===== config.mk =====
export PLATFORM = sky130hd
export DESIGN_NAME = adaptive_word_fifo_pair
export DESIGN_NICKNAME = d
export VERILOG_FILES = /design/src/rtl/awf_pkg.sv /design/src/rtl/awf_depth_sel.sv /design/src/rtl/awf_ring.sv /design/src/rtl/adaptive_word_fifo_pair.sv
export SDC_FILE = /design/constraint.sdc
export NUM_CORES = 2
export LEC_CHECK = 0
export ABC_CLOCK_PERIOD_IN_PS = 4000
export BUFFER_PORTS_ARGS = -buffer_cell sky130_fd_sc_hd__buf_2
export CAP_MARGIN = 20
export CORE_UTILIZATION = 45
export DETAILED_ROUTE_END_ITERATION = 8
export PLACE_DENSITY = 0.71
export SKIP_LAST_GASP = 1
export SYNTH_ARGS = -nofsm -noshare
export SYNTH_HDL_FRONTEND = slang
export SYNTH_HIERARCHICAL = 1
export SYNTH_SLANG_ARGS = --single-unit

===== constraint.sdc =====
create_clock -name clk -period 4 [get_ports clk]
set_clock_uncertainty 0.05 [all_clocks]
set_input_delay 0.4 -clock clk [delete_from_list [all_inputs] [get_ports clk]]
set_output_delay 0.4 -clock clk [all_outputs]
set_load 0.005 [all_outputs]

===== src/rtl/awf_pkg.sv =====
package awf_pkg;

   localparam int unsigned STATUS_W = 8;

   typedef struct packed {
      logic ovf_irq;    // bit 7
      logic rx_ovf;     // bit 6
      logic rx_full;    // bit 5
      logic rx_afull;   // bit 4
      logic rx_empty;   // bit 3
      logic tx_full;    // bit 2
      logic tx_afull;   // bit 1
      logic tx_empty;   // bit 0
   } awf_status_t;

endpackage


===== src/rtl/awf_depth_sel.sv =====
module awf_depth_sel #(
   parameter int unsigned FRAME_W       = 6,
   parameter int unsigned CNT_W         = 6,
   parameter int unsigned PHYS_DEPTH    = 32,
   parameter int unsigned SHALLOW_DEPTH = 4,
   parameter int unsigned NARROW_MAX    = 8,
   parameter int unsigned MID_MAX       = 16,
   parameter int unsigned NARROW_DEPTH  = 32,
   parameter int unsigned MID_DEPTH     = 16,
   parameter int unsigned WIDE_DEPTH    = 8
) (
   input  logic               deep_en,
   input  logic [FRAME_W-1:0] frame_bits,
   output logic [CNT_W-1:0]   depth
);

   localparam logic [FRAME_W-1:0] NARROW_LIM = FRAME_W'(NARROW_MAX);
   localparam logic [FRAME_W-1:0] MID_LIM    = FRAME_W'(MID_MAX);

   if (NARROW_DEPTH > PHYS_DEPTH || MID_DEPTH > PHYS_DEPTH ||
       WIDE_DEPTH > PHYS_DEPTH || SHALLOW_DEPTH > PHYS_DEPTH) begin : g_bad_depth
      $error("awf_depth_sel: a usable depth exceeds physical capacity");
   end
   if (NARROW_MAX >= MID_MAX) begin : g_bad_bands
      $error("awf_depth_sel: frame-width bands out of order");
   end

   always_comb begin
      if (!deep_en)                     depth = CNT_W'(SHALLOW_DEPTH);
      else if (frame_bits <= NARROW_LIM) depth = CNT_W'(NARROW_DEPTH);
      else if (frame_bits <= MID_LIM)    depth = CNT_W'(MID_DEPTH);
      else                               depth = CNT_W'(WIDE_DEPTH);
   end

   // the chosen depth is always one power of two, never zero
   always_comb begin
      p_depth_onehot_r1: assert ($countones(depth) == 1 || $isunknown(depth));
   end

endmodule


===== src/rtl/awf_ring.sv =====
module awf_ring #(
   parameter int unsigned DATA_W     = 32,
   parameter int unsigned PHYS_DEPTH = 32,
   parameter bit          TRACK_OVF  = 1'b0,
   localparam int unsigned PTR_W     = $clog2(PHYS_DEPTH),
   localparam int unsigned CNT_W     = $clog2(PHYS_DEPTH + 1)
) (
   input  logic              clk,
   input  logic              rst_n,
   input  logic              clr,
   input  logic [CNT_W-1:0]  depth,
   input  logic              push,
   input  logic [DATA_W-1:0] wdata,
   input  logic              pop,
   output logic [DATA_W-1:0] rdata,
   output logic [CNT_W-1:0]  level,
   output logic              empty,
   output logic              afull,
   output logic              full,
   output logic              drop,
   output logic              ovf
);

   if ((1 << PTR_W) != PHYS_DEPTH) begin : g_bad_phys
      $error("awf_ring: PHYS_DEPTH must be a power of two");
   end

   logic [DATA_W-1:0] mem [PHYS_DEPTH];
   logic [PTR_W-1:0]  wr_ptr, rd_ptr;
   logic              acc_push, acc_pop;

   assign acc_push = push && !clr && (level < depth);
   assign acc_pop  = pop  && !clr && (level != '0);
   assign drop     = push && !clr && !(level < depth);

   always_ff @(posedge clk) begin
      if (acc_push) mem[wr_ptr] <= wdata;
   end

   always_ff @(posedge clk or negedge rst_n) begin
      if (!rst_n) begin
         wr_ptr <= '0;
         rd_ptr <= '0;
         level  <= '0;
      end else if (clr) begin
         wr_ptr <= '0;
         rd_ptr <= '0;
         level  <= '0;
      end else begin
         if (acc_push) wr_ptr <= wr_ptr + 1'b1;
         if (acc_pop)  rd_ptr <= rd_ptr + 1'b1;
         case ({acc_push, acc_pop})
            2'b10:   level <= level + 1'b1;
            2'b01:   level <= level - 1'b1;
            default: level <= level;
         endcase
      end
   end

   assign rdata = (level == '0) ? '0 : mem[rd_ptr];
   assign empty = (level == '0);
   assign full  = (level >= depth);
   assign afull = (level == depth - 1'b1);

   if (TRACK_OVF) begin : g_ovf
      logic ovf_q;
      always_ff @(posedge clk or negedge rst_n) begin
         if (!rst_n)    ovf_q <= 1'b0;
         else if (drop) ovf_q <= 1'b1;
         else if (pop)  ovf_q <= 1'b0;
      end
      assign ovf = ovf_q;

      // a dropped receive word always raises the overflow flag
      p_drop_sets_ovf_r6: assert property (@(posedge clk) disable iff (!rst_n)
         drop |=> ovf);
      // a read with no new drop clears the overflow flag
      p_pop_clears_ovf_r7: assert property (@(posedge clk) disable iff (!rst_n)
         (pop && !drop) |=> !ovf);
   end else begin : g_no_ovf
      assign ovf = 1'b0;
   end

   // a rejected push never changes occupancy
   p_drop_keeps_level_r3: assert property (@(posedge clk) disable iff (!rst_n)
      (drop && !pop) |=> (level == $past(level)));
   // clear always leaves the ring empty
   p_clear_empties_r8: assert property (@(posedge clk) disable iff (!rst_n)
      clr |=> (level == '0));
   // an empty pop leaves the ring empty
   p_empty_pop_holds_r9: assert property (@(posedge clk) disable iff (!rst_n)
      (pop && empty && !push) |=> (level == '0));
   // an accepted push always clears empty
   p_push_clears_empty_r5: assert property (@(posedge clk) disable iff (!rst_n)
      (push && !clr && !full) |=> !empty);
   p_level_bound: assert property (@(posedge clk) disable iff (!rst_n)
      level <= CNT_W'(PHYS_DEPTH));

endmodule


===== src/rtl/adaptive_word_fifo_pair.sv =====
module adaptive_word_fifo_pair
   import awf_pkg::*;
#(
   parameter int unsigned DATA_W        = 32,
   parameter int unsigned PHYS_DEPTH    = 32,
   parameter int unsigned FRAME_W       = 6,
   parameter int unsigned SHALLOW_DEPTH = 4,
   parameter int unsigned NARROW_MAX    = 8,
   parameter int unsigned MID_MAX       = 16,
   parameter int unsigned NARROW_DEPTH  = 32,
   parameter int unsigned MID_DEPTH     = 16,
   parameter int unsigned WIDE_DEPTH    = 8,
   localparam int unsigned CNT_W        = $clog2(PHYS_DEPTH + 1)
) (
   input  logic               clk,
   input  logic               rst_n,
   input  logic               deep_en,
   input  logic [FRAME_W-1:0] frame_bits,
   input  logic               tx_push,
   input  logic [DATA_W-1:0]  tx_wdata,
   input  logic               tx_pop,
   output logic [DATA_W-1:0]  tx_rdata,
   input  logic               tx_clr,
   input  logic               rx_push,
   input  logic [DATA_W-1:0]  rx_wdata,
   input  logic               rx_pop,
   output logic [DATA_W-1:0]  rx_rdata,
   input  logic               rx_clr,
   input  logic               ovf_irq_clr,
   output logic [CNT_W-1:0]   tx_level,
   output logic [CNT_W-1:0]   rx_level,
   output logic [STATUS_W-1:0] status
);

   logic [CNT_W-1:0] eff_depth;
   logic             tx_empty, tx_afull, tx_full, tx_drop, tx_ovf;
   logic             rx_empty, rx_afull, rx_full, rx_drop, rx_ovf;
   logic             irq_q;
   awf_status_t      st;

   awf_depth_sel #(
      .FRAME_W(FRAME_W), .CNT_W(CNT_W), .PHYS_DEPTH(PHYS_DEPTH),
      .SHALLOW_DEPTH(SHALLOW_DEPTH), .NARROW_MAX(NARROW_MAX), .MID_MAX(MID_MAX),
      .NARROW_DEPTH(NARROW_DEPTH), .MID_DEPTH(MID_DEPTH), .WIDE_DEPTH(WIDE_DEPTH)
   ) u_depth (
      .deep_en(deep_en), .frame_bits(frame_bits), .depth(eff_depth)
   );

   awf_ring #(.DATA_W(DATA_W), .PHYS_DEPTH(PHYS_DEPTH), .TRACK_OVF(1'b0)) u_tx (
      .clk(clk), .rst_n(rst_n), .clr(tx_clr), .depth(eff_depth),
      .push(tx_push), .wdata(tx_wdata), .pop(tx_pop), .rdata(tx_rdata),
      .level(tx_level), .empty(tx_empty), .afull(tx_afull), .full(tx_full),
      .drop(tx_drop), .ovf(tx_ovf)
   );

   awf_ring #(.DATA_W(DATA_W), .PHYS_DEPTH(PHYS_DEPTH), .TRACK_OVF(1'b1)) u_rx (
      .clk(clk), .rst_n(rst_n), .clr(rx_clr), .depth(eff_depth),
      .push(rx_push), .wdata(rx_wdata), .pop(rx_pop), .rdata(rx_rdata),
      .level(rx_level), .empty(rx_empty), .afull(rx_afull), .full(rx_full),
      .drop(rx_drop), .ovf(rx_ovf)
   );

   always_ff @(posedge clk or negedge rst_n) begin
      if (!rst_n)           irq_q <= 1'b0;
      else if (rx_drop)     irq_q <= 1'b1;
      else if (ovf_irq_clr) irq_q <= 1'b0;
   end

   always_comb begin
      st          = '0;
      st.tx_empty = tx_empty;
      st.tx_afull = tx_afull;
      st.tx_full  = tx_full;
      st.rx_empty = rx_empty;
      st.rx_afull = rx_afull;
      st.rx_full  = rx_full;
      st.rx_ovf   = rx_ovf;
      st.ovf_irq  = irq_q;
   end
   assign status = st;

   // a transmit drop only happens while the queue reports full
   p_tx_drop_when_full_r3: assert property (@(posedge clk) disable iff (!rst_n)
      tx_drop |-> (tx_full && !tx_ovf));
   // a receive drop raises the interrupt bit next cycle
   p_rx_drop_irq_r6: assert property (@(posedge clk) disable iff (!rst_n)
      rx_drop |=> status[7]);
   // the interrupt bit only falls after an explicit clear
   p_irq_hold_r7: assert property (@(posedge clk) disable iff (!rst_n)
      $fell(irq_q) |-> $past(ovf_irq_clr));

endmodule


==> results.yml <==
grt:
  grt_pass1_wl_mm: 276
  grt_antenna_before_repair: 9
  grt_max_degree: 66
  grt_pass1_vias: 39500
  grt_usage_pct: 21.0
  grt_overflow: 0
power_and_ir_drop:
  leakagePower_nw: 29.0
  vdd_drop_max_mv: 0.452
  power.total_mw: 55.2
  power_per_cell_area_mw_per_mm2: 587
logic_synthesis:
  yosys_warnings: 6
  synth_area_mm2: 0.0808
  avgSynthCellArea_um2: 22.5
  synth_cells: 3593
floorplanning:
  fp-row-count: 155
  io_pins: 164
  initial_core_util_pct: 45.3
  die_w_um: 426
  core-area_mm2: 0.178
  die-area_mm2: 0.181
  dieHeight_um: 426
route:
  detail_route.iter0.violations: 4572
  antenna_left: 0
  wire_per_inst_um: 29.0
  drc: 0
  vias: 39400
  routed_wl_mm: 190
  drt-vias-per-instance: 6.01
  dr.pass1.iters: 7
timing:
  rsz0062_at_grt: "yes"
  fin_crit_ns: 4.07
  fmax_ghz: 0.246
  finalHoldViolCount: 0
  setup_ws_ns: -0.0704
  setup_viol: 1
  timing.slew.headroom_pct: 24.3
  tightest_slew_ns: 1.13
  min_period_over_period_pct: 102
  drv_slew: 0
setup_path:
  cp_cell_sequence: "buf_16 > mux4_2 > nor2b_1 > a211oi_1 > a211oi_1 > a21oi_1 > buf_4 > nor2_1 > buf_2"
  critical_path.top_delay_family: "compound AO/OA/AOI/OAI gates"
  crit_fanout: 14
  crit_arrival_ns: 3.62
  crit_path_max_incr_delay_ns: 0.58
  path_common_cell: "a211oi_1"
  cp.required_ns: 3.55
  worstSetupEndpointType: "primary output"
  worstSetupPathType: "reg2out"
  startpoint: "u_tx/rd_ptr[0]$_DFFE_PN0P_"
  cpMaxStageDelayCell: "dfrtp_4"
  path_buf_inv: 3
  r2r_start: "u_rx/level[1]$_DFFE_PN0P_"
  startpoint_type: "flop"
placed_design:
  dpl.hpwl_mm: 113
  io_buffers: 163
  dp_cells: 6123
  dpl_worst_slack_ns: 0.158
  place_area_mm2: 0.0866
  gp_congestion: 0.816
outcome:
  outcome: "complete, but fails checks"
  violations: "negative setup slack"
clocking:
  htree_levels: 4
  cts_num_sinks: 2082
  cts_made_buffers: 198
  clockRootBuffer: "clkbuf_16"
  clk_latency_ns: 0.86
  cts.path.max_buffers: 3
  cts.clk_slew.worst_paths_ns: 0.06
  cts_tree: "built"
finish:
  multiInputGateArea_mm2: 0.0179
  finalNonFillerCells: 6556
  seq_area_mm2: 0.0624
  fillers: 13300
  layout_commonest_cell: "edfxtp_1"
  area_growth_pct: 16.3
  design_area_mm2: 0.0940
  mostFrequentLayoutCells: "edfxtp_1, mux4_2, clkbuf_16"
  post-route-util_pct: 52.7
  layout-drive-gt1-share_pct: 32.1
  fin_nets: 4136
flow_run:
  max_cap_viol_count: 0
hold_path:
  hold_class: "in2reg"
  hp-start: "tx_wdata[7]"
==> worst reg2reg max path, delay by kind of cell, from the launching register on <==
kind,cells,cell delay (ns)
AND/OR/NAND/NOR,4,1.26
multiplexers,2,0.51
flip-flops,1,0.50
buffers and inverters,1,0.22
adder cells (fa/ha/maj),1,0.22
AO/OA/AOI/OAI,1,0.20
XOR/XNOR,1,0.16
==> worst paths after layout <==
path | end | slack [ns] | cells past startpoint
hold reg to reg | irq_q$_DFFE_PN0P_ | 0.42 | 1
hold / removal | u_tx/mem[12][7]$_DFFE_PP_ | 0.05 | 1
min in group asynchronous | u_tx/level[1]$_DFFE_PN0P_ | 0.46 | 3
setup / recovery | tx_rdata[31] | -0.07 | 9
setup reg to reg | u_rx/level[4]$_DFFE_PN0P_ | 0.76 | 10
max in group asynchronous | u_tx/wr_ptr[1]$_DFFE_PN0P_ | 3.00 | 4
==> flip-flops by register name, indices dropped and copies added (netlist names) <==
register,count
u_tx/mem,1024
u_rx/rd_ptr,5
u_tx/wr_ptr,5
u_rx/wr_ptr,5
u_tx/level,6
u_rx/level,6
irq_q,1
u_rx/mem,1024
u_rx/ovf,1
u_tx/rd_ptr,5
==> area by class of cell <==
class,count,share of cell area (%)
diodes,5,0.0133
flip-flops and latches,2082,66.4
clock buffers,248,5.49
repair buffers,454,4.53
inverters,25,0.0998
well taps,2355,3.14
multi-input cells,1269,19.0
clock inverters,118,1.36
==> per-stage QoR <==
| step | hold slack [ns] | setup TNS [ns] |
|---|---|---|
| global placement | 0.411 | 0 |
| floorplan | 0.0544 | -604.86 |
| global route | 0.0479 | -0.534 |
| finish | 0.0476 | -0.0704 |
| detailed placement | 0.419 | 0 |
| CTS | 0.000289 | -0.608 |
==> power breakdown <==
group | internal (mW) | leakage (nW) | total, mW | switching [mW]
clock network | 10.3 | 3.13 | 18.4 | 8.11
logic | 5.84 | 7.05 | 12.1 | 6.29
registers | 24.3 | 18.9 | 24.6 | 0.289
==> what timing repair did <==
| action | 4_1_cts | 5_1_grt |
|---|---|---|
| cloned | 4 | 4 |
| endpoints found under the hold margin | 738 | 3 |
| setup buffers | 7 | 9 |
| endpoints found under the setup margin | 49 | 30 |
| hold buffers | 37 | 1 |
| resized for setup | 21 | 11 |
==> routing by layer <==
layer	GRT usage [%]	up-vias	routed length, µm	share of wire, %
met5	0	-	17	0.0089
met4	5.68	2	4340	2.3
met2	33.5	1849	93000	49
met3	3.54	261	15800	8.3
met1	30.0	21200	76900	40
li1	-	16100	-	-
No activity file was read; power rests on OpenSTA's default activity.
